<file path="src/rtl/dtg_pkg.sv">
package dtg_pkg;
  localparam int CW    = 16;
  localparam int BAR_N = 8;

  localparam logic [3:0] A_MODE = 4'd0;
  localparam logic [3:0] A_BG   = 4'd1;
  localparam logic [3:0] A_SIZE = 4'd2;
  localparam logic [3:0] A_HTIM = 4'd3;
  localparam logic [3:0] A_VTIM = 4'd4;
  localparam logic [3:0] A_POL  = 4'd5;
  localparam logic [3:0] A_DIV  = 4'd6;
  localparam logic [3:0] A_UPD  = 4'd7;

  typedef enum logic [1:0] {
    OP_OFF = 2'd0, OP_NORMAL = 2'd1, OP_RSV = 2'd2, OP_BARS = 2'd3
  } op_e;

  // field order matches the timing words: back porch high, front porch low
  typedef struct packed {
    logic [9:0]  bp;
    logic [10:0] sw;
    logic [10:0] fp;
  } porch_t;

  typedef struct packed {
    op_e         op;
    logic        en;
    logic [23:0] bg;
    logic [15:0] vact;
    logic [11:0] w16;
    porch_t      h;
    porch_t      v;
    logic        hlow;
    logic        vlow;
    logic [15:0] div;
  } cfg_t;

  function automatic logic [CW-1:0] h_active(logic [11:0] w16);
    return {w16, 4'b0000};
  endfunction

  function automatic logic [12:0] bar_width(logic [11:0] w16);
    return {w16, 1'b0};
  endfunction

  function automatic logic [CW-1:0] sync_begin(logic [CW-1:0] act, porch_t p);
    return act + CW'(p.fp);
  endfunction

  function automatic logic [CW-1:0] sync_end(logic [CW-1:0] act, porch_t p);
    return act + CW'(p.fp) + CW'(p.sw);
  endfunction

  function automatic logic [CW-1:0] span_total(logic [CW-1:0] act, porch_t p);
    return act + CW'(p.fp) + CW'(p.sw) + CW'(p.bp);
  endfunction
endpackage

</file>
<file path="src/rtl/dtg_regs.sv">
module dtg_regs
  import dtg_pkg::*;
#(
  parameter int DIV_W = 12
) (
  input  logic                    clk,
  input  logic                    rst_n,
  input  logic                    wr_en,
  input  logic [3:0]              wr_addr,
  input  logic [31:0]             wr_data,
  input  logic                    frame_edge,
  output cfg_t                    live,
  output logic [BAR_N-1:0][23:0]  live_bar,
  output logic                    xfer_req,
  output logic                    xfer_fire,
  output logic                    xfer_pending
);
  cfg_t sh;

  assign xfer_req  = wr_en && (wr_addr == A_UPD) && wr_data[30];
  // a stopped raster has no frame boundary to wait for
  assign xfer_fire = xfer_pending && (!live.en || frame_edge);

  always_ff @(posedge clk) begin
    if (!rst_n) begin
      sh           <= '0;
      live         <= '0;
      xfer_pending <= 1'b0;
    end else begin
      if (wr_en) begin
        case (wr_addr)
          A_MODE: begin sh.op <= op_e'(wr_data[1:0]); sh.en <= wr_data[14]; end
          A_BG:   sh.bg <= wr_data[23:0];
          A_SIZE: begin sh.vact <= wr_data[31:16]; sh.w16 <= wr_data[11:0]; end
          A_HTIM: sh.h <= porch_t'(wr_data);
          A_VTIM: sh.v <= porch_t'(wr_data);
          A_POL:  begin sh.hlow <= wr_data[0]; sh.vlow <= wr_data[1]; end
          A_DIV:  sh.div <= 16'(wr_data[DIV_W-1:0]);
          default: ;
        endcase
      end
      if (xfer_fire) live <= sh;
      xfer_pending <= xfer_req || (xfer_pending && !xfer_fire);
    end
  end

  for (genvar b = 0; b < BAR_N; b++) begin : g_bar
    logic [23:0] sh_q, lv_q;
    always_ff @(posedge clk) begin
      if (!rst_n) begin
        sh_q <= '0;
        lv_q <= '0;
      end else begin
        if (wr_en && wr_addr[3] && (wr_addr[2:0] == 3'(b))) sh_q <= wr_data[23:0];
        if (xfer_fire) lv_q <= sh_q;
      end
    end
    assign live_bar[b] = lv_q;
  end
endmodule

</file>
<file path="src/rtl/dtg_raster.sv">
module dtg_raster
  import dtg_pkg::*;
(
  input  logic           clk,
  input  logic           rst_n,
  input  logic           run,
  input  logic [15:0]    div_lim,
  input  logic [CW-1:0]  htot,
  input  logic [CW-1:0]  vact,
  input  logic [CW-1:0]  vtot,
  input  logic [12:0]    bar_w,
  output logic           pix_en,
  output logic           frame_edge,
  output logic [15:0]    div_cnt,
  output logic [CW-1:0]  h_cnt,
  output logic [CW-1:0]  v_cnt,
  output logic [2:0]     bar_idx
);
  logic [12:0] bar_pos;
  logic        line_end, frame_end;

  assign pix_en     = run && (div_cnt >= div_lim);
  assign line_end   = h_cnt >= htot - 1'b1;
  assign frame_end  = v_cnt >= vtot - 1'b1;
  assign frame_edge = pix_en && (h_cnt == '0) && (v_cnt == vact);

  always_ff @(posedge clk) begin
    if (!rst_n || !run) begin
      div_cnt <= '0;
      h_cnt   <= '0;
      v_cnt   <= '0;
      bar_pos <= '0;
      bar_idx <= '0;
    end else begin
      div_cnt <= pix_en ? '0 : div_cnt + 1'b1;
      if (pix_en) begin
        if (line_end) begin
          h_cnt   <= '0;
          v_cnt   <= frame_end ? '0 : v_cnt + 1'b1;
          bar_pos <= '0;
          bar_idx <= '0;
        end else begin
          h_cnt <= h_cnt + 1'b1;
          if (bar_pos == bar_w - 1'b1) begin
            bar_pos <= '0;
            bar_idx <= bar_idx + 1'b1;
          end else begin
            bar_pos <= bar_pos + 1'b1;
          end
        end
      end
    end
  end
endmodule

</file>
<file path="src/rtl/dtg_pixel.sv">
module dtg_pixel
  import dtg_pkg::*;
(
  input  logic                   run,
  input  op_e                    op,
  input  logic [23:0]            bg,
  input  logic [BAR_N-1:0][23:0] bars,
  input  logic                   hlow,
  input  logic                   vlow,
  input  logic [CW-1:0]          h_cnt,
  input  logic [CW-1:0]          v_cnt,
  input  logic [CW-1:0]          hact,
  input  logic [CW-1:0]          vact,
  input  logic [CW-1:0]          hs_beg,
  input  logic [CW-1:0]          hs_end,
  input  logic [CW-1:0]          vs_beg,
  input  logic [CW-1:0]          vs_end,
  input  logic [2:0]             bar_idx,
  output logic                   de,
  output logic                   hsync,
  output logic                   vsync,
  output logic [23:0]            rgb
);
  logic hs_act, vs_act;

  assign de     = run && (h_cnt < hact) && (v_cnt < vact);
  assign hs_act = run && (h_cnt >= hs_beg) && (h_cnt < hs_end);
  assign vs_act = run && (v_cnt >= vs_beg) && (v_cnt < vs_end);
  assign hsync  = hs_act ^ hlow;
  assign vsync  = vs_act ^ vlow;

  always_comb begin
    rgb = '0;
    if (de) begin
      case (op)
        OP_NORMAL: rgb = bg;
        OP_BARS:   rgb = bars[bar_idx];
        default:   rgb = '0;
      endcase
    end
  end
endmodule

</file>
<file path="src/rtl/disp_timing_gen.sv">
module disp_timing_gen
  import dtg_pkg::*;
#(
  parameter int DIV_W = 12
) (
  input  logic        clk,
  input  logic        rst_n,
  input  logic        wr_en,
  input  logic [3:0]  wr_addr,
  input  logic [31:0] wr_data,
  output logic        pix_de,
  output logic        hsync,
  output logic        vsync,
  output logic [23:0] rgb,
  output logic        xfer_pending
);
  localparam int FLAT_W = $bits(cfg_t) + BAR_N * 24;

  cfg_t                   live;
  logic [BAR_N-1:0][23:0] live_bar;
  logic                   xfer_req, xfer_fire, frame_edge, pix_en;
  logic [15:0]            div_cnt;
  logic [CW-1:0]          h_cnt, v_cnt, hact, vact, htot, vtot;
  logic [2:0]             bar_idx;
  logic                   live_run;
  logic [FLAT_W-1:0]      live_flat;

  assign live_run  = live.en;
  assign live_flat = {live, live_bar};
  assign hact      = h_active(live.w16);
  assign vact      = live.vact;
  assign htot      = span_total(hact, live.h);
  assign vtot      = span_total(vact, live.v);

  dtg_regs #(.DIV_W(DIV_W)) u_regs (
    .clk(clk), .rst_n(rst_n), .wr_en(wr_en), .wr_addr(wr_addr), .wr_data(wr_data),
    .frame_edge(frame_edge), .live(live), .live_bar(live_bar),
    .xfer_req(xfer_req), .xfer_fire(xfer_fire), .xfer_pending(xfer_pending)
  );

  dtg_raster u_raster (
    .clk(clk), .rst_n(rst_n), .run(live_run), .div_lim(live.div),
    .htot(htot), .vact(vact), .vtot(vtot), .bar_w(bar_width(live.w16)),
    .pix_en(pix_en), .frame_edge(frame_edge), .div_cnt(div_cnt),
    .h_cnt(h_cnt), .v_cnt(v_cnt), .bar_idx(bar_idx)
  );

  dtg_pixel u_pixel (
    .run(live_run), .op(live.op), .bg(live.bg), .bars(live_bar),
    .hlow(live.hlow), .vlow(live.vlow), .h_cnt(h_cnt), .v_cnt(v_cnt),
    .hact(hact), .vact(vact),
    .hs_beg(sync_begin(hact, live.h)), .hs_end(sync_end(hact, live.h)),
    .vs_beg(sync_begin(vact, live.v)), .vs_end(sync_end(vact, live.v)),
    .bar_idx(bar_idx), .de(pix_de), .hsync(hsync), .vsync(vsync), .rgb(rgb)
  );
endmodule

</file>
<file path="config.mk">
export PLATFORM = sky130hd
export DESIGN_NAME = disp_timing_gen
export DESIGN_NICKNAME = d
export VERILOG_FILES = /design/src/rtl/dtg_pkg.sv /design/src/rtl/dtg_regs.sv /design/src/rtl/dtg_raster.sv /design/src/rtl/dtg_pixel.sv /design/src/rtl/disp_timing_gen.sv
export SDC_FILE = /design/constraint.sdc
export NUM_CORES = 2
export LEC_CHECK = 0
export BUFFER_PORTS_ARGS = -buffer_cell sky130_fd_sc_hd__buf_2
export CAP_MARGIN = 5
export CORE_MARGIN = 5
export CORE_UTILIZATION = 30
export CTS_CLUSTER_DIAMETER = 150
export DETAILED_ROUTE_END_ITERATION = 10
export PLACE_DENSITY = 0.51
export SETUP_SLACK_MARGIN = 0.05
export SLEW_MARGIN = 20
export SYNTH_ARGS = -nofsm -noshare
export SYNTH_HDL_FRONTEND = slang
export SYNTH_HIERARCHICAL = 1
export SYNTH_SLANG_ARGS = --single-unit
</file>
<file path="constraint.sdc">
create_clock -name clk -period 18.7 [get_ports clk]
set_clock_uncertainty 0.2 [all_clocks]
set_input_delay 2.805 -clock clk [delete_from_list [all_inputs] [get_ports clk]]
set_output_delay 2.805 -clock clk [all_outputs]
set_load 0.03 [all_outputs]
</file>
# ---- Word level (Yosys, flattened, before mapping)
# Cells that the tools add are included.
dict set report word_totals {
  regBits 715
  in_bits 39
  output_inout_bits 28
  wordCells 146
}
dict set report op_classes {
  addsub 14
  order_cmp 10
  eq_ne 18
  muxes 10
  bitwise 2
  reduce_logical 42
}
# cell n
set ops {}
lappend ops {{24-bit binary-select mux with 3-bit select} 1}
lappend ops {{16-bit by 11-bit adder with 16-bit output} 4}
lappend ops {{16-bit greater-or-equal comparator} 4}
lappend ops {{16-bit less-than comparator} 4}
lappend ops {{16-bit by 1-bit adder with 16-bit output (second input constant)} 3}
lappend ops {{24-bit 2-to-1 mux} 2}
lappend ops {{24-bit one-hot mux with 2 select lines} 1}
lappend ops {{16-bit by 10-bit adder with 16-bit output} 2}
lappend ops {{16-bit 2-to-1 mux} 2}
lappend ops {{16-bit by 1-bit subtractor with 16-bit output (second input constant)} 2}
lappend ops {{13-bit 2-to-1 mux} 2}
lappend ops {{1-bit logical AND} 22}
lappend ops {{2-bit AND reduction} 9}
lappend ops {{16-bit == test} 1}
lappend ops {{4-bit by 3-bit == test with 1-bit output (second input constant)} 4}
lappend ops {{16-bit by 12-bit greater-or-equal comparator with 1-bit output} 1}
lappend ops {{16-bit logical NOT} 1}
lappend ops {{13-bit by 1-bit adder with 13-bit output (second input constant)} 1}
lappend ops {{13-bit == test} 1}
lappend ops {{13-bit by 1-bit subtractor with 13-bit output (second input constant)} 1}
lappend ops {{3-bit == test (second input constant)} 4}
lappend ops {{4-bit by 2-bit == test with 1-bit output (second input constant)} 2}
lappend ops {{3-bit by 2-bit == test with 1-bit output (second input constant)} 2}
lappend ops {{3-bit 2-to-1 mux} 2}
lappend ops {{13 further kinds} 18}

# ---- Depth between registers and ports, before layout
dict set report logic_depth {
  word_depth 9
  mapped_depth 30
  ltp_nobuf 29
}

# ---- By module
# Netlist, hierarchy kept.
# module instances cells_per_inst area_each_um2 seq_area_each_um2
set by_module_without_submodules {}
lappend by_module_without_submodules {dtg_regs 1 2621 23894.2 13032.5}
lappend by_module_without_submodules {dtg_raster 1 665 5273.8 1281.2}
lappend by_module_without_submodules {dtg_pixel 1 453 4165.2 0.0}
lappend by_module_without_submodules {disp_timing_gen 1 395 3017.9 0.0}

# ---- Least setup slack after synthesis
# Ideal clock, no wire load.
dict set report synth_path {
  kind {reg2out}
  startpoint {register u_regs/live[94] (netlist name)}
  endpoint {output port vsync}
  arrival_time_ns 4.588
  required_time_ns 15.695
  path_slack_ns 11.107
  stages_incl_launch_ff 20
  path_buffers 0
  cell_sequence {dfxtp_1 ha_1 fa_1 a211oi_2 o21bai_1 a21oi_1 xnor2_1 ha_1 or4_1 o22ai_1 o21ai_1 and2_1 o2111ai_1 xnor2_1 inv_1 ha_1 a21o_1 a221oi_1 o211ai_1 xnor2_1}
}
dict set report synth_between {
  elab_chain_len 5
  elab_cells_between_ends 7
  cone_classes {2 x add/sub; 2 x order compare; 1 x bitwise; 2 x reduce/logical}
}
# element line_no
set synth_rtl {}
lappend synth_rtl {{16-bit by 11-bit adder with 16-bit output *} {dtg_pkg.sv:47, dtg_pkg.sv:51}}
lappend synth_rtl {{16-bit by 11-bit adder with 16-bit output / 16-bit greater-or-equal comparator (equally long branches)} {dtg_pkg.sv:51, dtg_pixel.sv:28}}
lappend synth_rtl {{16-bit less-than comparator / 1-bit logical AND (equally long branches)} dtg_pixel.sv:28} ;# assign vs_act = run && (v_cnt >= vs_beg) && (v_cnt < vs_end);
lappend synth_rtl {{1-bit logical AND *} dtg_pixel.sv:28}
lappend synth_rtl {{1-bit bitwise XOR *} dtg_pixel.sv:30} ;# assign vsync = vs_act ^ vlow;
lappend synth_rtl {{end: declaration} disp_timing_gen.sv:13} ;# output logic vsync,
# Every way passes the cells marked *; elsewhere a longest branch is shown, timed or not.

# ---- Worst setup path in the final report
dict set report layout_path {
  startpoint {register u_regs/live[83] (netlist name)}
  endpoint {output port hsync}
}
dict set report layout_between {
  elab_chain_len 5
  elab_cells_between_ends 7
  cone_classes {2 x add/sub; 2 x order compare; 1 x bitwise; 2 x reduce/logical}
}
# element line_no
set layout_rtl {}
lappend layout_rtl {{16-bit by 11-bit adder with 16-bit output *} {dtg_pkg.sv:47, dtg_pkg.sv:51}}
lappend layout_rtl {{16-bit by 11-bit adder with 16-bit output / 16-bit greater-or-equal comparator (equally long branches)} {dtg_pkg.sv:51, dtg_pixel.sv:27}}
lappend layout_rtl {{16-bit less-than comparator / 1-bit logical AND (equally long branches)} dtg_pixel.sv:27} ;# assign hs_act = run && (h_cnt >= hs_beg) && (h_cnt < hs_end);
lappend layout_rtl {{1-bit logical AND *} dtg_pixel.sv:27}
lappend layout_rtl {{1-bit bitwise XOR *} dtg_pixel.sv:29} ;# assign hsync = hs_act ^ hlow;
lappend layout_rtl {{end: declaration} disp_timing_gen.sv:12} ;# output logic hsync,
# Marks and branches as above.

==> impl_metrics.yaml <==
yosys:
  synth_warnings: 6
  postSynthCellCount: 4133
  syn_area_sq_um: 36300
  avgSynthCellArea_sq_um: 8.79
sta:
  min_period_ps: 8620
  worstMarginPinSlew_ps: 1150
  tns_ps: 0
  hold_viol: 0
  finalSetupViolCount: 0
  report.final.slew_viol_count: 0
  holdWs_ps: 254
  fin_crit_sh_pct: 46.1
  rsz0062_at_grt: "false"
  clock.fmax_ghz: 0.116
  relSlewSlack_pct: 23.3
floorplanning:
  io_pins: 67
  die_h_microns: 358
  die_w_microns: 358
  start_util_pct: 30.3
  dieArea_sq_um: 128000
  core-area_sq_um: 120000
  rows: 127
placed_design:
  dpl.hpwl_microns: 67300
  place_area_sq_um: 37800
  place_congestion: 0.840
  place_inst: 5551
  numPortBuffers: 66
setup_path:
  critical_path_class: "flip-flop to primary output"
  slowest_stage: "dfxtp_1"
  endpoint_kind: "primary output"
  arrival_ps: 5620
  cp_data_required_time_ps: 15690
  cp_cell_sequence: "inv_1 -> fa_1 -> and2b_1 -> o21ai_2 -> a21boi_2 -> o21ai_2 -> nor2b_1 -> xnor2_1 -> ha_1 -> nand4_1 -> nor3_1 -> o311ai_2 -> nor3b_1 -> xor2_1 -> inv_1 -> ha_1 -> a21o_1 -> nand2_1 -> nand3b_1 -> a41oi_1 -> o211ai_1 -> xnor2_1 -> buf_2"
  worst-r2r-setup-slack_ps: 11230
  slowest_delay_ps: 520
  start_kind: "flip-flop"
  worstPathMaxFanout: 10
  ff2ff_path_depth: 26
job:
  maxCapViolCount: 0
grt:
  grt_usage_pct: 16.9
  grt_max_degree: 216
  grt_overflow: 0
  grt_pass1_vias: 27900
  antenna_found_initial: 12
  grt_pass1_wl_microns: 171000
layout:
  drive_above_1_share_pct: 8.65
  nets: 4278
  stdcell_area_sq_um: 40400
  mostFrequentLayoutCell: "dfxtp_1"
  finalNonFillerCells: 5688
  area_growth_syn_to_layout_pct: 11.3
  most-common-layout-cells: "dfxtp_1, nand2_1, a21oi_1, nand3_1, o21ai_0"
route:
  drc: 0
  drt_wl_total_microns: 111000
  wl_per_cell_microns: 19.6
  dr.pass1.iters: 5
  final_antenna_net_count: 0
  vias_per_cell: 5.17
  via_count: 29400
  first_iter_violations: 2321
outcome:
  status: "complete, no violations"
pwr:
  power_density_nw_per_um2: 78.6
  combPwrFrac_pct: 2.9
  seqPwrFrac_pct: 48.4
  power_leakage_uw: 0.0150
  switchingPower_uw: 741
  internal_power_uw: 2440
  switching_share_pct: 23.3
  pwr-share-clk_pct: 48.7
  peakVddDrop_v: 0.0000623
clock_network:
  h-tree-depth: 3
  cts_setup_buffers: 0
  worstSkewPairLatency_ps: 650
  cts_buffer_depth: 3
  cts_tree: "built"
  cts.sinks: 715
  clkTransAtPathRegs_ps: 60
  clock_tree.root_cell: "clkbuf_16"
  cts-resized-gates: 0
  holdBufCountCts: 0
  cts_buffers: 80
hold_path:
  hold_path_depth: 2
  hp-class: "flip-flop to flip-flop"
-- metal layers --
metal  vias to the layer above  GRT usage (%)  wire length [microns]
met5                         -              0                      0
met4                         0           4.33                   2710
met3                       145           2.40                   5070
met2                       607           26.6                  49600
met1                     14300           24.3                  54000
li1                      14400              -                      -
-- power groups by stage --
stage          Clock, uW  Sequential [uW]  Combinational, uW
2_1_floorplan          0             1570               55.4
3_3_place_gp           0             1570               91.7
3_5_place_dp           0             1570               92.4
4_1_cts             1590             1540               92.6
5_1_grt             1650             1540               98.6
6_report            1550             1540               92.8
-- stage by stage --
step / setup slack (ps) / util [%] / power, uW
6_report: 10080 / 33.7 / 3180
5_1_grt: 9690 / 33.7 / 3290
4_1_cts: 10070 / 33.6 / 3220
3_5_place_dp: 10770 / 31.5 / 1660
3_3_place_gp: 10810 / 31.5 / 1660
2_1_floorplan: 11110 / - / 1620
-- sequential cells by signal (all words and copies together), names as in the netlist --
signal / flops
u_regs/g_bar.sh_q: 192
u_regs/g_bar.lv_q: 192
u_raster/v_cnt: 16
u_raster/bar_idx: 3
u_regs/sh: 133
u_raster/bar_pos: 13
u_raster/h_cnt: 16
u_regs/xfer_pending: 1
u_raster/div_cnt: 16
u_regs/live: 133
-- path summary, 6_finish.rpt --
path                                 startpoint            endpoint
worst max-delay path            u_regs/live[83]               hsync
worst min-delay path               u_regs/sh[4]      u_regs/live[4]
worst max register to register  u_regs/live[83]  u_raster/v_cnt[12]
worst min register to register     u_regs/sh[4]      u_regs/live[4]
-- worst max-delay path, delay by kind of cell (launching register included) --
kind / cells / cell delay [ps]
AO/OA/AOI/OAI: 7 / 1080
XOR/XNOR: 3 / 710
adder cells (fa/ha/maj): 3 / 1050
buffers and inverters: 3 / 460
flip-flops: 1 / 520
AND/OR/NAND/NOR: 7 / 1180
-- cell type report --
cell class                 count  area (sq um)
fill                       12600         79700
multi-input combinational   2952         20200
sequential                   715         14300
clock buffer                 112          2280
tap                         1612          2020
timing repair buffer         114           758
inverter                     159           612
clock inverter                19           283
antenna                        5          12.5
Power figures use the tool's default switching activity.
